[config.mk]
export PLATFORM = sky130hd
export DESIGN_NAME = kick_tracker
export DESIGN_NICKNAME = d
export VERILOG_FILES = /design/src/rtl/kick_pkg.sv /design/src/rtl/kick_decode.sv /design/src/rtl/kick_slot.sv /design/src/rtl/kick_tracker.sv
export SDC_FILE = /design/constraint.sdc
export NUM_CORES = 1
export LEC_CHECK = 0
export ABC_CLOCK_PERIOD_IN_PS = 1950
export CAP_MARGIN = 20
export CORE_ASPECT_RATIO = 0.8
export CORE_MARGIN = 5
export CORE_UTILIZATION = 54
export CTS_CLUSTER_SIZE = 14
export DETAILED_ROUTE_END_ITERATION = 10
export DONT_BUFFER_PORTS = 1
export MAX_ROUTING_LAYER = met4
export PLACE_DENSITY_LB_ADDON = 0.12
export SLEW_MARGIN = 30
export SYNTH_ARGS = -nofsm -noshare
export SYNTH_HDL_FRONTEND = slang
export SYNTH_SLANG_ARGS = --single-unit
[constraint.sdc]
create_clock -name clk_i -period 1.95 [get_ports clk_i]
set_clock_uncertainty 0.1 [all_clocks]
set_input_delay 0.585 -clock clk_i [delete_from_list [all_inputs] [get_ports clk_i]]
set_output_delay 0.585 -clock clk_i [all_outputs]
set_load 0.02 [all_outputs]
[src/rtl/kick_pkg.sv]
package kick_pkg;
  typedef enum logic {
    OP_KICK    = 1'b0,
    OP_BARRIER = 1'b1
  } kick_op_e;
endpackage

[src/rtl/kick_decode.sv]
module kick_decode
  import kick_pkg::*;
#(
  parameter int unsigned N_PIPE = 3,
  parameter int unsigned PIPE_W = 2
) (
  input  logic              clk_i,
  input  logic              rst_ni,
  input  logic              req_valid_i,
  input  kick_op_e          req_op_i,
  input  logic [PIPE_W-1:0] req_pipe_i,
  input  logic [N_PIPE-1:0] busy_i,
  input  logic [N_PIPE-1:0] done_i,
  output logic [N_PIPE-1:0] accept_o,
  output logic              stall_o
);

  logic              is_kick;
  logic              is_bar;
  logic              in_range;
  logic [N_PIPE-1:0] hit;
  logic [N_PIPE-1:0] blocked;
  logic              kick_stall;
  logic              bar_stall;

  assign is_kick  = req_valid_i && (req_op_i == OP_KICK);
  assign is_bar   = req_valid_i && (req_op_i == OP_BARRIER);
  assign in_range = 32'(req_pipe_i) < N_PIPE;

  for (genvar i = 0; i < N_PIPE; i++) begin : g_hit
    assign hit[i]     = in_range && (req_pipe_i == PIPE_W'(i));
    // a done in the same cycle frees the slot for the waiting kick
    assign blocked[i] = hit[i] && busy_i[i] && !done_i[i];
  end

  assign kick_stall = is_kick && (|blocked);
  assign bar_stall  = is_bar && (|busy_i);
  assign stall_o    = kick_stall || bar_stall;
  assign accept_o   = (is_kick && !kick_stall) ? hit : '0;

  AST_ACCEPT_ONEHOT: assert property (@(posedge clk_i) disable iff (!rst_ni)
    $onehot0(accept_o));
  AST_NO_ACCEPT_ON_STALL: assert property (@(posedge clk_i) disable iff (!rst_ni)
    stall_o |-> (accept_o == '0));
  AST_BARRIER_IDLE_FREE: assert property (@(posedge clk_i) disable iff (!rst_ni)
    (is_bar && (busy_i == '0)) |-> !stall_o);
  AST_RANGE_IGNORED: assert property (@(posedge clk_i) disable iff (!rst_ni)
    (is_kick && !in_range) |-> (!stall_o && accept_o == '0));

endmodule

[src/rtl/kick_slot.sv]
module kick_slot #(
  parameter int unsigned ADDR_W = 8
) (
  input  logic              clk_i,
  input  logic              rst_ni,
  input  logic              accept_i,
  input  logic              done_i,
  input  logic [ADDR_W-1:0] addr_i,
  output logic              start_o,
  output logic              busy_o,
  output logic [ADDR_W-1:0] addr_o
);

  logic              busy_q;
  logic              start_q;
  logic [ADDR_W-1:0] addr_q;

  always_ff @(posedge clk_i or negedge rst_ni) begin
    if (!rst_ni) begin
      busy_q  <= 1'b0;
      start_q <= 1'b0;
      addr_q  <= '0;
    end else begin
      busy_q  <= accept_i || (busy_q && !done_i);
      start_q <= accept_i;
      if (accept_i) addr_q <= addr_i;
    end
  end

  assign start_o = start_q;
  assign busy_o  = busy_q;
  assign addr_o  = addr_q;

  AST_START_MARKS_BUSY: assert property (@(posedge clk_i) disable iff (!rst_ni)
    start_q |-> busy_q);
  AST_BUSY_HOLDS: assert property (@(posedge clk_i) disable iff (!rst_ni)
    (busy_q && !done_i) |=> busy_q);
  AST_DONE_CLEARS: assert property (@(posedge clk_i) disable iff (!rst_ni)
    (busy_q && done_i && !accept_i) |=> !busy_q);
  AST_IDLE_DONE_IGNORED: assert property (@(posedge clk_i) disable iff (!rst_ni)
    (!busy_q && done_i && !accept_i) |=> !busy_q);
  AST_ADDR_HELD: assert property (@(posedge clk_i) disable iff (!rst_ni)
    !accept_i |=> $stable(addr_q));

endmodule

[src/rtl/kick_tracker.sv]
module kick_tracker
  import kick_pkg::*;
#(
  parameter  int unsigned N_PIPE = 3,
  parameter  int unsigned ADDR_W = 8,
  localparam int unsigned PIPE_W = (N_PIPE > 1) ? $clog2(N_PIPE) : 1
) (
  input  logic                           clk_i,
  input  logic                           rst_ni,
  input  logic                           req_valid_i,
  input  logic                           req_op_i,
  input  logic [PIPE_W-1:0]              req_pipe_i,
  input  logic [ADDR_W-1:0]              req_addr_i,
  output logic                           stall_o,
  output logic [N_PIPE-1:0]              pipe_start_o,
  output logic [N_PIPE-1:0][ADDR_W-1:0]  pipe_addr_o,
  input  logic [N_PIPE-1:0]              pipe_done_i,
  output logic [N_PIPE-1:0]              pipe_busy_o
);

  logic [N_PIPE-1:0] accept;
  logic [N_PIPE-1:0] busy;
  kick_op_e          op;

  assign op = kick_op_e'(req_op_i);

  kick_decode #(
    .N_PIPE(N_PIPE),
    .PIPE_W(PIPE_W)
  ) i_decode (
    .clk_i      (clk_i),
    .rst_ni     (rst_ni),
    .req_valid_i(req_valid_i),
    .req_op_i   (op),
    .req_pipe_i (req_pipe_i),
    .busy_i     (busy),
    .done_i     (pipe_done_i),
    .accept_o   (accept),
    .stall_o    (stall_o)
  );

  for (genvar i = 0; i < N_PIPE; i++) begin : g_slot
    kick_slot #(
      .ADDR_W(ADDR_W)
    ) i_slot (
      .clk_i   (clk_i),
      .rst_ni  (rst_ni),
      .accept_i(accept[i]),
      .done_i  (pipe_done_i[i]),
      .addr_i  (req_addr_i),
      .start_o (pipe_start_o[i]),
      .busy_o  (busy[i]),
      .addr_o  (pipe_addr_o[i])
    );
  end

  assign pipe_busy_o = busy;

  AST_BARRIER_RELEASE: assert property (@(posedge clk_i) disable iff (!rst_ni)
    (stall_o && req_op_i && (busy == '0)) |-> 1'b0);
  AST_START_SINGLE: assert property (@(posedge clk_i) disable iff (!rst_ni)
    (pipe_start_o != '0) |-> ((pipe_start_o & ~busy) == '0));

endmodule

==> flow_summary.ini <==
[layout]
final_layout_size_suffix_gt1_share_pct = 50.54
area_delta_synth_final_pct = 14.17
fin_nets = 109
final.fill_count = 168
antenna_cells = 0

[min_path]
hold_class = in2reg
min_to = g_slot[2].i_slot.addr_o[5]
hp-start = req_addr_i[5]
min_path_cells = 1

[pwr]
cellLeakagePower_nw = 0.6498
ir_drop_mv = 0.7520
pwr_density_cell_mw_per_mm2 = 1080

[clock_tree]
clk_pin_slew_ps = 90
htreeDepth = 2
cts_tree = done
cts_root_buffer = clkbuf_4
cts.sinks = 30
clk_latency_ps = 320
cts_setup_buffers = 0
cts.path.max_buffers = 2
cts_made_buffers = 5

[critical_path]
max_stage_delay_ps = 390
cp.required_ps = 1260
worstRegToRegCells = 5
critPathLaunchType = flop
cp_slowest_cell = dfrtp_1
worst-path-stages = 3
cp_num_buf_inv = 0
cp.arrival_ps = 1490
critical_path_class = reg2out
path_cells = and2b_2 > a2bb2o_4 > o311a_4
cp_top_family = compound AO/OA/AOI/OAI gates
rrSetupSlack_ps = 320
worstSetupEndpointType = primary output
r2r-start = g_slot[0].i_slot.busy_o
critical_path_peak_fanout = 2
reg2reg_to = g_slot[0].i_slot.addr_o[3]

[yosys]
seq_area_frac_synth_pct = 61.60
yosysWarnings = 0
syn_nets = 98
synth.distinct_cells = 18
synth-seq-cells = 30
syn_area_per_cell_um2 = 15.05
synth.cell_area_mm2 = 0.001219
synthCells = 81

[placement]
port_buffers = 0
gp_congestion = 0.8100
place_hpwl_um = 1650

[floorplan]
core_area_mm2 = 0.002158
dieArea_mm2 = 0.003313
io_pins = 48
rows = 15
fp.dieH_um = 52.49
start_util_pct = 56.46
die_x_um = 63.12

[timing]
finalWorstSetupSlack_ps = -220.0
fin_setup_tns_ps = -220.0
hold_ws_ps = 308.2
fin_crit_ps = 2170
max_freq_mhz = 460.8
final-max-slew-violation-count = 0
finalHoldViolCount = 0
finalSetupViolations = 1
relSlewSlack_pct = 80.91
max_slew.worst_pin.slew_ps = 285.7
finalCritPeriodShare_pct = 111.3
rsz0062_at_grt = true

[global_route]
grt_max_degree = 31
grt_pass1_wl_um = 3801
antenna_found_initial = 0
grt_use_total_pct = 16.19
grt_pass1_vias = 764
grt-ovfl-total = 0

[route]
drt_first_pass_iters = 2
antenna_left = 0
wl_um = 2240
drc = 0
first_iter_violations = 20
viasPerCell = 5.669
num_vias = 669
wl_per_cell_um = 18.98

[run_status]
status = finished with violations
violations = setup timing

[job]
cap_violations = 0
## sequential cells by signal (all words and copies together), names as in the netlist
name                   count
g_slot.i_slot.start_o      3
g_slot.i_slot.busy_o       3
g_slot.i_slot.addr_o      24
## worst max-delay path by stage
stage	from	slack, ps	endpoint
floorplan	pipe_done_i[0]	-140	stall_o
global placement	pipe_done_i[0]	-130	stall_o
detailed placement	pipe_done_i[0]	-130	stall_o
CTS	g_slot[0].i_slot.busy_o	-240	stall_o
global route	g_slot[0].i_slot.busy_o	-290	stall_o
finish	g_slot[0].i_slot.busy_o	-220	stall_o
## per-layer routing
metal | wire [µm] | up-vias | track usage [%]
li1 | - | 299 | -
met2 | 1087 | 29 | 24.74
met5 | 0 | - | -
met4 | 45 | 0 | 8.481
met1 | 839 | 334 | 16.76
met3 | 267 | 7 | 9.227
## logic make-up after synthesis
| kind of cell | Yosys count | synth area share, % |
|---|---|---|
| multiplexers | 24 | 22.18 |
| AO/OA/AOI/OAI | 2 | 1.745 |
| buffers and inverters | 9 | 4.722 |
| AND/OR/NAND/NOR | 16 | 9.752 |
| flip-flops | 30 | 61.60 |
## layout by cell type (no fill, tap or decap)
cell type      netlist  final
dfrtp_1             30     30
mux2_2              24     24
buf_4                6      8
clkbuf_4             0      5
nand2b_1             3      3
nand2_1              3      3
inv_1                2      2
nor3b_1              2      2
buf_12               0      2
nand2b_4             1      1
and2b_2              0      1
nor4_4               1      1
nand4bb_1            1      1
or2_2                1      1
nand3_1              1      1
nor2_1               1      1
a2bb2o_4             0      1
nor3_1               1      1
o311a_4              0      1
clkbuf_1             0      1
clkinv_2             0      1
clkbuf_8             0      1
dlygate4sd3_1        0      1
## Yosys cell counts
master | number | area share (%)
nand2_1 | 3 | 0.92
buf_4 | 6 | 3.7
a2bb2o_1 | 1 | 0.82
inv_1 | 2 | 0.62
nand2b_1 | 3 | 1.5
nand4bb_1 | 1 | 0.92
nor3_1 | 1 | 0.41
or2_2 | 1 | 0.51
buf_2 | 1 | 0.41
nand2b_4 | 1 | 1.1
mux2_2 | 24 | 22
nor4_4 | 1 | 1.7
nor2_1 | 1 | 0.31
nand3_1 | 1 | 0.41
nor3b_1 | 2 | 1.2
o311a_2 | 1 | 0.92
and2b_1 | 1 | 0.62
dfrtp_1 | 30 | 62
## metrics by stage
| step | setup slack, ps | util (%) | power, mW | area, µm² | instances |
|---|---|---|---|---|---|
| floorplan | -143.8 | - | 1.084 | 1240 | 81 |
| global placement | -127.6 | 60.29 | 1.122 | 1301 | 108 |
| detailed placement | -129.6 | 60.29 | 1.134 | 1301 | 108 |
| CTS | -237.7 | 64.46 | 1.521 | 1391 | 118 |
| global route | -292.5 | 64.46 | 1.593 | 1391 | 118 |
| finish | -220.0 | 64.46 | 1.503 | 1391 | 118 |
## worst reg2reg max path: stages, from the launching register on
cell and delay (ps):
dfrtp_1 390, and2b_2 210, buf_4 140, nor4_4 180, buf_12 170, mux2_2 330
## power breakdown
group	leakage (nW)	total [mW]	internal, mW	switching [mW]
Clock	0.0353	0.373	0.175	0.198
Combinational	0.245	0.171	0.111	0.0596
Sequential	0.370	0.960	0.737	0.223
Total	0.650	1.50	1.02	0.480
## timing repair
action | 4_1_cts | 5_1_grt
pin swaps | 1 | 0
hold buffers | 2 | 0
endpoints found under the setup margin | 1 | 1
endpoints found under the hold margin | 30 | 0
resized for setup | 0 | 0
## final cells by class
class,count,area [µm²],area share (%)
sequential,30,750.7,53.96
multi-input combinational,42,431.7,31.03
timing repair buffer,11,110.1,7.914
clock buffer,7,55.05,3.957
tap,25,31.28,2.248
inverter,2,7.507,0.5396
clock inverter,1,5.005,0.3597
No activity file was read; power rests on OpenSTA's default activity.
